<file path="src/rtl/uart_chan_pkg.sv">
package uart_chan_pkg;
  typedef enum logic [1:0] {PAR_NONE = 2'd0, PAR_EVEN = 2'd1, PAR_ODD = 2'd2, PAR_FORCE = 2'd3} par_mode_e;
  typedef enum logic [1:0] {CH_NORMAL = 2'd0, CH_ECHO = 2'd1, CH_LOCAL = 2'd2, CH_REMOTE = 2'd3} chan_mode_e;

  localparam int MAX_BITS = 8;

  function automatic logic [MAX_BITS-1:0] len_mask(input logic [1:0] len);
    return {MAX_BITS{1'b1}} >> (2'd3 - len);
  endfunction

  function automatic logic [3:0] char_bits(input logic [1:0] len);
    return 4'd5 + {2'b00, len};
  endfunction

  function automatic logic par_calc(input logic [1:0] mode, input logic [MAX_BITS-1:0] d,
                                    input logic lvl);
    case (mode)
      PAR_EVEN: return ^d;
      PAR_ODD:  return ~(^d);
      default:  return lvl;
    endcase
  endfunction
endpackage

</file>
<file path="src/rtl/uart_tx.sv">
module uart_tx
  import uart_chan_pkg::*;
#(
  parameter int OVS = 16,
  localparam int CNT_W = $clog2(2*OVS+1)
) (
  input  logic             clk_i,
  input  logic             rst_ni,
  input  logic             tick_i,
  input  logic             en_i,
  input  logic [1:0]       len_i,
  input  logic [1:0]       par_i,
  input  logic             force_lvl_i,
  input  logic [CNT_W-1:0] stop_i,
  input  logic             brk_i,
  input  logic             valid_i,
  input  logic [7:0]       data_i,
  output logic             ready_o,
  output logic             line_o
);
  logic             busy_q;
  logic [15:0]      frame_q, frame_d;
  logic [3:0]       tot_q, bit_q, nb;
  logic [CNT_W-1:0] sub_q, stop_q, stop_c;
  logic [7:0]       dm;
  logic             pen, accept;

  always_comb begin
    nb  = char_bits(len_i);
    dm  = data_i & len_mask(len_i);
    pen = (par_i != PAR_NONE);
    frame_d    = '1;
    frame_d[0] = 1'b0;
    for (int i = 0; i < MAX_BITS; i++)
      if (4'(i) < nb) frame_d[i+1] = dm[i];
    if (pen) frame_d[4'(nb + 4'd1)] = par_calc(par_i, dm, force_lvl_i);
    if (stop_i < CNT_W'(OVS))        stop_c = CNT_W'(OVS);
    else if (stop_i > CNT_W'(2*OVS)) stop_c = CNT_W'(2*OVS);
    else                             stop_c = stop_i;
  end

  assign ready_o = en_i & ~busy_q & ~brk_i;
  assign accept  = valid_i & ready_o;
  assign line_o  = brk_i ? 1'b0 : ((busy_q && bit_q < tot_q) ? frame_q[bit_q] : 1'b1);

  always_ff @(posedge clk_i or negedge rst_ni) begin
    if (!rst_ni) begin
      busy_q  <= 1'b0;
      frame_q <= '1;
      tot_q   <= '0;
      bit_q   <= '0;
      sub_q   <= '0;
      stop_q  <= CNT_W'(OVS);
    end else if (accept) begin
      busy_q  <= 1'b1;
      frame_q <= frame_d;
      tot_q   <= 4'd1 + nb + {3'b000, pen};
      stop_q  <= stop_c;
      bit_q   <= '0;
      sub_q   <= '0;
    end else if (busy_q && tick_i) begin
      if (bit_q < tot_q) begin
        if (sub_q == CNT_W'(OVS-1)) begin
          sub_q <= '0;
          bit_q <= bit_q + 4'd1;
        end else begin
          sub_q <= sub_q + 1'b1;
        end
      end else if (sub_q == stop_q - 1'b1) begin
        busy_q <= 1'b0;
      end else begin
        sub_q <= sub_q + 1'b1;
      end
    end
  end
endmodule

</file>
<file path="src/rtl/uart_rx.sv">
module uart_rx
  import uart_chan_pkg::*;
#(
  parameter int OVS = 16,
  localparam int CNT_W = $clog2(2*OVS+1)
) (
  input  logic       clk_i,
  input  logic       rst_ni,
  input  logic       tick_i,
  input  logic       line_i,
  input  logic [1:0] len_i,
  input  logic [1:0] par_i,
  input  logic       force_lvl_i,
  input  logic       deliver_i,
  input  logic       read_i,
  output logic [7:0] data_o,
  output logic       valid_o,
  output logic       perr_o,
  output logic       ferr_o,
  output logic       ovr_o,
  output logic       brk_o,
  output logic       fstart_o
);
  localparam int HALF = OVS / 2;

  typedef enum logic [1:0] {S_IDLE, S_START, S_BITS, S_HOLD} rx_st_e;

  rx_st_e           st_q;
  logic             prev_q;
  logic [CNT_W-1:0] sub_q;
  logic [3:0]       bit_q, nb, last;
  logic [15:0]      sh_q;
  logic [7:0]       data_q, dm;
  logic             valid_q, perr_q, ferr_q, ovr_q, brk_q, fs_q;
  logic             pen, pbad;

  always_comb begin
    nb   = char_bits(len_i);
    pen  = (par_i != PAR_NONE);
    last = nb + {3'b000, pen};
    dm   = sh_q[7:0] & len_mask(len_i);
    pbad = pen && (sh_q[nb] != par_calc(par_i, dm, force_lvl_i));
  end

  always_ff @(posedge clk_i or negedge rst_ni) begin
    if (!rst_ni) begin
      st_q    <= S_IDLE;
      prev_q  <= 1'b1;
      sub_q   <= '0;
      bit_q   <= '0;
      sh_q    <= '0;
      data_q  <= '0;
      valid_q <= 1'b0;
      perr_q  <= 1'b0;
      ferr_q  <= 1'b0;
      ovr_q   <= 1'b0;
      brk_q   <= 1'b0;
      fs_q    <= 1'b0;
    end else begin
      fs_q <= 1'b0;
      if (read_i) begin
        valid_q <= 1'b0;
        ovr_q   <= 1'b0;
        brk_q   <= 1'b0;
      end
      if (tick_i) begin
        prev_q <= line_i;
        case (st_q)
          S_IDLE: if (prev_q && !line_i) begin
            st_q  <= S_START;
            sub_q <= CNT_W'(1);
          end
          S_START: begin
            if (sub_q == CNT_W'(HALF-1)) begin
              if (line_i) begin
                fs_q <= 1'b1;
                st_q <= S_IDLE;
              end else begin
                st_q  <= S_BITS;
                sub_q <= '0;
                bit_q <= '0;
                sh_q  <= '0;
              end
            end else begin
              sub_q <= sub_q + 1'b1;
            end
          end
          S_BITS: begin
            if (sub_q == CNT_W'(OVS-1)) begin
              sub_q <= '0;
              if (bit_q == last) begin
                if (sh_q == '0 && !line_i) begin
                  brk_q <= 1'b1;
                  st_q  <= S_HOLD;
                end else begin
                  st_q <= S_IDLE;
                  if (deliver_i) begin
                    data_q  <= dm;
                    valid_q <= 1'b1;
                    perr_q  <= pbad;
                    ferr_q  <= ~line_i;
                    if (valid_q && !read_i) ovr_q <= 1'b1;
                  end
                end
              end else begin
                sh_q[bit_q] <= line_i;
                bit_q       <= bit_q + 4'd1;
              end
            end else begin
              sub_q <= sub_q + 1'b1;
            end
          end
          default: if (line_i) st_q <= S_IDLE;
        endcase
      end
    end
  end

  assign data_o   = data_q;
  assign valid_o  = valid_q;
  assign perr_o   = perr_q;
  assign ferr_o   = ferr_q;
  assign ovr_o    = ovr_q;
  assign brk_o    = brk_q;
  assign fstart_o = fs_q;
endmodule

</file>
<file path="src/rtl/uart_chan.sv">
module uart_chan
  import uart_chan_pkg::*;
#(
  parameter int OVS = 16,
  localparam int CNT_W = $clog2(2*OVS+1)
) (
  input  logic             clk_i,
  input  logic             rst_ni,
  input  logic             tick16_i,
  input  logic [1:0]       char_len_i,
  input  logic [1:0]       parity_i,
  input  logic             parity_lvl_i,
  input  logic [CNT_W-1:0] stop_len_i,
  input  logic [1:0]       chan_mode_i,
  input  logic             break_i,
  input  logic [7:0]       tx_data_i,
  input  logic             tx_valid_i,
  output logic             tx_ready_o,
  output logic [7:0]       rx_data_o,
  output logic             rx_valid_o,
  input  logic             rx_read_i,
  output logic             err_parity_o,
  output logic             err_frame_o,
  output logic             err_overrun_o,
  output logic             break_det_o,
  output logic             false_start_o,
  input  logic             rxd_i,
  output logic             txd_o
);
  logic tx_line, rx_line, tx_en, deliver;

  // transmitter is cut off the host side in echo and remote loop
  assign tx_en   = (chan_mode_i == CH_NORMAL) || (chan_mode_i == CH_LOCAL);
  assign deliver = (chan_mode_i != CH_REMOTE);
  assign rx_line = (chan_mode_i == CH_LOCAL) ? tx_line : rxd_i;

  always_comb begin
    case (chan_mode_i)
      CH_ECHO, CH_REMOTE: txd_o = rxd_i;
      CH_LOCAL:           txd_o = 1'b1;
      default:            txd_o = tx_line;
    endcase
  end

  uart_tx #(.OVS(OVS)) u_tx (
    .clk_i      (clk_i),
    .rst_ni     (rst_ni),
    .tick_i     (tick16_i),
    .en_i       (tx_en),
    .len_i      (char_len_i),
    .par_i      (parity_i),
    .force_lvl_i(parity_lvl_i),
    .stop_i     (stop_len_i),
    .brk_i      (break_i),
    .valid_i    (tx_valid_i),
    .data_i     (tx_data_i),
    .ready_o    (tx_ready_o),
    .line_o     (tx_line)
  );

  uart_rx #(.OVS(OVS)) u_rx (
    .clk_i      (clk_i),
    .rst_ni     (rst_ni),
    .tick_i     (tick16_i),
    .line_i     (rx_line),
    .len_i      (char_len_i),
    .par_i      (parity_i),
    .force_lvl_i(parity_lvl_i),
    .deliver_i  (deliver),
    .read_i     (rx_read_i),
    .data_o     (rx_data_o),
    .valid_o    (rx_valid_o),
    .perr_o     (err_parity_o),
    .ferr_o     (err_frame_o),
    .ovr_o      (err_overrun_o),
    .brk_o      (break_det_o),
    .fstart_o   (false_start_o)
  );
endmodule

</file>
<file path="config.mk">
export PLATFORM = sky130hd
export DESIGN_NAME = uart_chan
export DESIGN_NICKNAME = d
export VERILOG_FILES = /design/src/rtl/uart_chan_pkg.sv /design/src/rtl/uart_tx.sv /design/src/rtl/uart_rx.sv /design/src/rtl/uart_chan.sv
export SDC_FILE = /design/constraint.sdc
export NUM_CORES = 1
export LEC_CHECK = 0
export BUFFER_PORTS_ARGS = -buffer_cell sky130_fd_sc_hd__buf_2
export CAP_MARGIN = 5
export CORE_UTILIZATION = 50
export DETAILED_ROUTE_END_ITERATION = 10
export GPL_TIMING_DRIVEN = 0
export PLACE_DENSITY = 0.73
export SLEW_MARGIN = 20
export SYNTH_ARGS = -nofsm -noshare
export SYNTH_HDL_FRONTEND = slang
export SYNTH_SLANG_ARGS = --single-unit
</file>
<file path="constraint.sdc">
create_clock -name clk_i -period 2.3 [get_ports clk_i]
set_input_delay 0.115 -clock clk_i [delete_from_list [all_inputs] [get_ports clk_i]]
set_output_delay 0.115 -clock clk_i [all_outputs]
set_load 0.02 [all_outputs]
</file>
Yosys cells after proc, flatten, opt, wreduce, memory -nomap -nowiden --
Index checks and enable logic that the tools add are counted.
Storage, ports and cells: register bits 80, bits in latches 0, bits in writable memories 0, memory bits (read-only) 0, input bits 28, output and inout port bits 16, logic and storage cells 201, memories 0
Operators by class: add/sub/neg operators 10, multiply operators 0, divide/modulo/power cells 0, magnitude comparators 17, equality and inequality tests 23, shifts and indexed selects 1, mux-type cells 89, bitwise logic cells 11, reduce and logical (&&, ||, !) cells 32
Operator list (number):
- 16-bit 2-to-1 mux | 5
- 6-bit 2-to-1 mux | 11
- 1-bit 2-to-1 mux | 45
- 16-bit bitwise mux | 2
- 4-bit 2-to-1 mux | 8
- 16-bit one-hot mux with 2 select lines | 1
- 4-bit by 5-bit less-than comparator with 1-bit output (second input constant) | 4
- 6-bit one-hot mux with 3 select lines | 1
- 6-bit AND reduction | 3
- 8-bit AND | 2
- 16-bit logical NOT | 1
- 3-bit by 4-bit less-than comparator with 1-bit output (first input constant) | 4
- 8-bit XOR reduction | 2
- 2-bit 2-to-1 mux | 7
- 4-bit by 1-bit adder with 4-bit output (second input constant) | 3
- 6-bit by 1-bit adder with 6-bit output (second input constant) | 2
- 6-bit by 4-bit == test with 1-bit output (second input constant) | 2
- 2-bit nonzero test | 6
- 2-bit by 1-bit != test with 1-bit output (second input constant) | 5
- 4-bit by 1-bit adder with 4-bit output | 2
- 1-bit binary-select mux with 4-bit select | 2
- 1-bit demux with 4-bit select | 2
- 2-bit == test (second input constant) | 4
- 4-bit by 1-bit >= comparator with 1-bit output (second input constant) | 2
- other kinds (32) | 57

Depth between registers and ports, before layout --
word-level depth 12, gate-level depth with buffers 13, gate-level depth less buffers 12

By module --
Synthesis repeated with hierarchy kept, for this count alone.
Unflattened totals: cell total of the unflattened synthesis 508, area total of the unflattened synthesis 4917.2 um2
Modules (own cells, without submodules):
- uart_rx | times used 1, cells each 258, area an instance 2600.0 um2, sequential area each 1077.3 um2
- uart_tx | times used 1, cells each 243, area an instance 2273.4 um2, sequential area each 842.1 um2
- uart_chan | times used 1, cells each 7, area an instance 43.8 um2, sequential area each 0.0 um2

Worst setup path after synthesis --
Ideal clock, no wire load.
kind input to register, from input parity_i[0], to register u_rx.data_q[7], in the netlist u_rx.data_o[7], library setup time 139 ps, arrival time 2473 ps, required time 2161 ps, slack -311 ps, stages 13, path buffers 1, cells stage by stage inv_1 ha_1 inv_1 ha_1 inv_1 fa_1 xor2_1 nand4_1 a211oi_1 o31ai_4 buf_2 nand2_1 o21ai_0
Between the ends: word-level cells in the longest chain between the ends 4
RTL lines:
- from (decl) | RTL line uart_chan.sv:11 | input logic [1:0] parity_i,
- 2-bit nonzero test | RTL line uart_rx.sv:39 | pen = (par_i != PAR_NONE);
- 4-bit by 1-bit adder with 4-bit output | RTL line uart_rx.sv:40 | last = nb + {3'b000, pen};
- 4-bit == test | RTL line uart_rx.sv:91 | if (bit_q == last) begin
- 6-bit AND reduction (no line)
- to (signal assigned) | RTL line uart_rx.sv:98 | data_q <= dm;
- to (decl) | RTL line uart_rx.sv:33 | logic [7:0] data_q, dm;
Every way passes these cells. A chain may end at the register's enable or synchronous reset.

Worst setup path after layout --
from register u_tx.bit_q[2], to register u_rx.st_q[1]
Between the ends: word-level cells in the longest chain between the ends 11, elaborated cells between the ends (all ways) 19, those cells by class order compare: 1; eq/ne: 1; mux: 11; reduce/logical: 6
RTL lines:
- from (decl) | RTL line uart_tx.sv:23 | logic [3:0] tot_q, bit_q, nb;
- from (signal assigned) | RTL line uart_tx.sv:65 | bit_q <= bit_q + 4'd1;
- 1-bit binary-select mux with 4-bit select or 4-bit less-than comparator (tied branches) | RTL line uart_tx.sv:44 | assign line_o = brk_i ? 1'b0 : ((busy_q && bit_q < tot_q) ? frame_q[bit_q] : 1'b1);
- 1-bit 2-to-1 mux (not written as such) or 1-bit logical AND (tied branches) | RTL line uart_tx.sv:44
- 1-bit 2-to-1 mux (*) (2 in a row) | RTL line uart_tx.sv:44
- 1-bit 2-to-1 mux (*) | RTL line uart_chan.sv:35 | assign rx_line = (chan_mode_i == CH_LOCAL) ? tx_line : rxd_i;
- 1-bit logical NOT | RTL line uart_rx.sv:69, uart_rx.sv:92
- 1-bit logical AND | RTL line uart_rx.sv:92 | if (sh_q == '0 && !line_i) begin
- 2-bit 2-to-1 mux | RTL line uart_rx.sv:92
- 2-bit 2-to-1 mux | RTL line uart_rx.sv:91
- 2-bit 2-to-1 mux | RTL line uart_rx.sv:89 | if (sub_q == CNT_W'(OVS-1)) begin
- 2-bit one-hot mux with 3 select lines | RTL line uart_rx.sv:68 | case (st_q)
- to (signal assigned) | RTL line uart_rx.sv:70 | st_q <= S_START;
- to (signal assigned) | RTL line uart_rx.sv:94 | st_q <= S_HOLD;
- to (signal assigned) | RTL line uart_rx.sv:96 | st_q <= S_IDLE;
- to (decl) | RTL line uart_rx.sv:28 | rx_st_e st_q;
Every way passes the cells marked *; elsewhere a longest branch is shown, timed or not. The select of a mux whose other input is x is not followed.

==> impl_metrics.json <==
{
  "grt_use_total_pct": 24.9,
  "startpoint_type": "register",
  "timing.max_cap.violations": 0,
  "postRouteAntennaNets": 0,
  "final.setup.worst_slack_ns": -0.295,
  "detailedRoute.firstIterationViolations": 162,
  "crit_path_end_kind": "register",
  "setup_tns_final_ns": -7.29,
  "die_height_um": 102,
  "postSynthAreaPerCell_um2": 9.76,
  "wirelength_um": 13100,
  "cts_buffers": 9,
  "layout_min_cycle_time_ns": 2.60,
  "grt_use_met3_pct": 3.93,
  "number_of_nets_produced_by_synthesis": 570,
  "grt.overflow.total": 0,
  "path_clk_slew_ns": 0.09,
  "grt-busiest-layer": "met2",
  "hold_viol_final": 0,
  "grt_first_pass_wirelength_um": 19800,
  "final_setup_violating_endpoints": 38,
  "final_weighted_congestion_in_routability_driven_placement": 0.834,
  "worst-path-max-fanout": 4,
  "die_width_um": 102,
  "synth.ff_latch_count": 80,
  "predominant_post_synthesis_flop_cell": "sky130_fd_sc_hd__dfrtp_1",
  "synthesis.yosys.warnings": 0,
  "power_per_cell_area_nw_per_um2": 1060,
  "outcome": "finished, violations left",
  "vias": 4314,
  "nNetsFinal": 676,
  "post_drt_via_cell_ratio": 5.73,
  "tritoncts": "built",
  "timing.hold.ws_ns": 0.0117,
  "port_buffers": 42,
  "grt.met1_usage_pct": 34.7,
  "initial_utilization_pct": 51.3,
  "max_clock_freq_ghz": 0.385,
  "route.detailed.drc": 0,
  "slew_violations": 0,
  "cts_root_buffer": "sky130_fd_sc_hd__clkbuf_8",
  "clkSinkCount": 80,
  "seq_area_frac_synth_pct": 40.7,
  "clkLatencyLatePin_ns": 0.36,
  "worstPathRequired_ns": 2.55,
  "violations": "setup timing",
  "leakage_power_of_the_design_uw": 0.00297,
  "total_chip_power_uw": 7040,
  "worst_pin_slew_ns": 0.689,
  "criticalPathCategory": "register to register",
  "hpwl_dp_um": 8430,
  "insertedDiodeCount": 0,
  "final.fill_count": 710,
  "core.rowCount": 36,
  "rsz0062_at_grt": "yes",
  "grt_start_max_net_pins": 53,
  "fp.dieArea_um2": 10300,
  "synth.distinct_cells": 60,
  "min-delay-path-class": "input pin to register",
  "first_global_vias": 4017,
  "worst_case_headroom_to_the_max_slew_limit_pct": 54.1,
  "dp_worst_setup_slack_ns": -0.811,
  "synthToLayoutAreaGrowth_pct": 34.2,
  "core_region_area_um2": 9680,
  "syn-instance-count": 509,
  "ctsHtreeMaxLevel": 3,
  "top_level_ports": 44,
  "netlist_area_um2": 4970,
  "synth_async_sr_flop_share_pct": 100,
  "antenna_violations_before_repair": 0,
  "finClkSkew_ns": 0.0115,
  "period_share_pct": 113,
  "clock_tree.buffer_depth": 2,
  "drt_pass1_iterations": 4,
  "grt_met2_use_pct": 39.4,
  "routed_wire_length_per_instance_um": 17.4,
  "ff2ff_setup_slack_ns": -0.30,
  "layout-drive-gt1-share_pct": 37.4,
  "critical_path_arrival_ns": 2.84,
  "peakVddDrop_v": 0.000556,
  "number_of_synthesized_flops_with_an_enable_pin": 0,
  "number_of_instances_in_the_placed_design": 685,
  "layout.cells.non_filler": 753
}
-- per-stage QoR --
stage / utilization (%) / area, um2
2_1_floorplan: - / 5150
3_3_place_gp: 57.1 / 5530
3_5_place_dp: 57.4 / 5560
4_1_cts: 64.2 / 6220
5_1_grt: 68.9 / 6670
6_report: 68.9 / 6670
-- Yosys cell counts, types with 4 or more instances --
| master | instances | area share, % |
|---|---|---|
| sky130_fd_sc_hd__nand2b_1 | 8 | 1.0 |
| sky130_fd_sc_hd__xor2_1 | 12 | 2.1 |
| sky130_fd_sc_hd__o211ai_1 | 5 | 0.76 |
| sky130_fd_sc_hd__buf_2 | 4 | 0.40 |
| sky130_fd_sc_hd__ha_1 | 32 | 8.1 |
| sky130_fd_sc_hd__dfstp_2 | 18 | 9.5 |
| sky130_fd_sc_hd__mux2i_1 | 19 | 3.8 |
| sky130_fd_sc_hd__inv_1 | 31 | 2.3 |
| sky130_fd_sc_hd__mux2_2 | 8 | 1.8 |
| sky130_fd_sc_hd__nor3_1 | 10 | 1.0 |
| sky130_fd_sc_hd__nand2_1 | 63 | 4.8 |
| sky130_fd_sc_hd__nand4_1 | 7 | 0.88 |
| sky130_fd_sc_hd__nor2b_1 | 8 | 1.0 |
| sky130_fd_sc_hd__a31oi_1 | 7 | 0.88 |
| sky130_fd_sc_hd__o2bb2ai_1 | 12 | 2.1 |
| sky130_fd_sc_hd__xnor2_1 | 14 | 2.5 |
| sky130_fd_sc_hd__mux4_2 | 5 | 2.3 |
| sky130_fd_sc_hd__clkbuf_1 | 14 | 1.1 |
| sky130_fd_sc_hd__a211oi_1 | 4 | 0.60 |
| sky130_fd_sc_hd__nor2_1 | 28 | 2.1 |
| sky130_fd_sc_hd__dfrtp_1 | 62 | 31 |
| sky130_fd_sc_hd__a21oi_1 | 14 | 1.4 |
| sky130_fd_sc_hd__nand3_1 | 31 | 3.1 |
| sky130_fd_sc_hd__o21ai_0 | 29 | 2.9 |
| sky130_fd_sc_hd__and2_1 | 7 | 0.88 |
-- metal layers --
layer  vias up  wire (um)
met3        19        520
met5         -          0
met1      2160       6030
met2       115       6270
met4         0        237
li1       2020          -
-- sequential cells by signal (all words and copies together) (netlist names), 2 cells and up --
signal / cells
u_tx.stop_q: 6
u_rx.data_o: 8
u_tx.tot_q: 4
u_rx.bit_q: 4
u_rx.sub_q: 6
u_rx.st_q: 2
u_tx.frame_q: 16
u_tx.bit_q: 4
u_tx.sub_q: 6
u_rx.sh_q: 16
-- layout by cell type (no fill, tap or decap), types with 4 or more instances in the layout --
master	n
sky130_fd_sc_hd__mux4_2	5
sky130_fd_sc_hd__a21oi_1	11
sky130_fd_sc_hd__inv_1	24
sky130_fd_sc_hd__clkbuf_1	9
sky130_fd_sc_hd__nand3_1	25
sky130_fd_sc_hd__clkbuf_8	11
sky130_fd_sc_hd__o2bb2ai_2	11
sky130_fd_sc_hd__nor2b_1	6
sky130_fd_sc_hd__buf_4	37
sky130_fd_sc_hd__buf_2	40
sky130_fd_sc_hd__o21ai_0	15
sky130_fd_sc_hd__ha_1	28
sky130_fd_sc_hd__nor2_1	24
sky130_fd_sc_hd__buf_6	14
sky130_fd_sc_hd__o211ai_1	5
sky130_fd_sc_hd__nand3_2	4
sky130_fd_sc_hd__dlygate4sd3_1	9
sky130_fd_sc_hd__xnor2_1	14
sky130_fd_sc_hd__nand4_1	7
sky130_fd_sc_hd__and2_1	5
sky130_fd_sc_hd__mux2i_1	19
sky130_fd_sc_hd__mux2_4	8
sky130_fd_sc_hd__nor3_1	6
sky130_fd_sc_hd__dfstp_2	18
sky130_fd_sc_hd__nand2_1	57
sky130_fd_sc_hd__a31oi_1	4
sky130_fd_sc_hd__dfrtp_1	60
sky130_fd_sc_hd__nand2b_1	8
sky130_fd_sc_hd__xor2_1	11
sky130_fd_sc_hd__o21ai_1	8
sky130_fd_sc_hd__nand2_2	4
sky130_fd_sc_hd__o21ai_2	6
-- worst max-delay path, cell delays in order, from the launching register on --
cell	delay, ns
sky130_fd_sc_hd__dfrtp_1	0.38
sky130_fd_sc_hd__buf_6	0.14
sky130_fd_sc_hd__mux4_2	0.53
sky130_fd_sc_hd__nand3_4	0.12
sky130_fd_sc_hd__nand2_4	0.06
sky130_fd_sc_hd__o31ai_4	0.32
sky130_fd_sc_hd__buf_4	0.16
sky130_fd_sc_hd__buf_6	0.10
sky130_fd_sc_hd__a31oi_4	0.08
sky130_fd_sc_hd__a211oi_4	0.25
sky130_fd_sc_hd__mux2_4	0.34
-- final timing paths --
kind,from,cells past startpoint,end
worst max-delay path,u_tx.bit_q[2]$_DFFE_PN0P_,10,u_rx.st_q[1]$_DFFE_PN0P_
worst min-delay path,stop_len_i[3],3,u_tx.stop_q[3]$_DFFE_PN0P_
worst max register to register,u_tx.bit_q[2]$_DFFE_PN0P_,10,u_rx.st_q[1]$_DFFE_PN0P_
worst min register to register,u_tx.frame_q[1]$_DFFE_PN1P_,2,u_tx.frame_q[1]$_DFFE_PN1P_
max in group asynchronous,rst_ni,3,u_tx.frame_q[10]$_DFFE_PN1P_
min in group asynchronous,rst_ni,2,u_tx.stop_q[1]$_DFFE_PN0P_
-- kinds of logic (layout without fill, tap and decap cells) --
group           after synthesis  in the layout  synth area share [%]
simple gates                185            185                  18.4
buf+inv                      51            162                  4.25
flops                        80             80                  40.7
fa+ha+maj                    33             33                  8.46
compound gates               99             99                  14.4
xor+xnor                     28             28                  5.49
mux                          33             33                  8.21
-- power by group --
group | internal, uW | switching, uW | leakage (uW)
sequential | 1880 | 398 | 0.00101
clock | 515 | 545 | 0.000104
combinational | 1700 | 2000 | 0.00185
-- timing repair --
item	4_1_cts	5_1_grt
buffers inserted	24	19
cloned	0	5
hold buffers	9	0
pin swaps	15	31
endpoints found under the setup margin	51	54
gates resized for setup	46	70
hold endpoints to repair	37	0
-- area by class of cell --
type / instances / area (um2) / share of cell area, %
Multi-Input combinational cell: 378 / 3260 / 48.8
Sequential cell: 80 / 2030 / 30.4
Timing Repair Buffer: 98 / 754 / 11.3
Clock buffer: 12 / 176 / 2.65
Tap cell: 133 / 166 / 2.50
Inverter: 31 / 143 / 2.14
Buffer: 17 / 123 / 1.84
Clock inverter: 4 / 23.8 / 0.356
(Power assumes the default switching activity.)
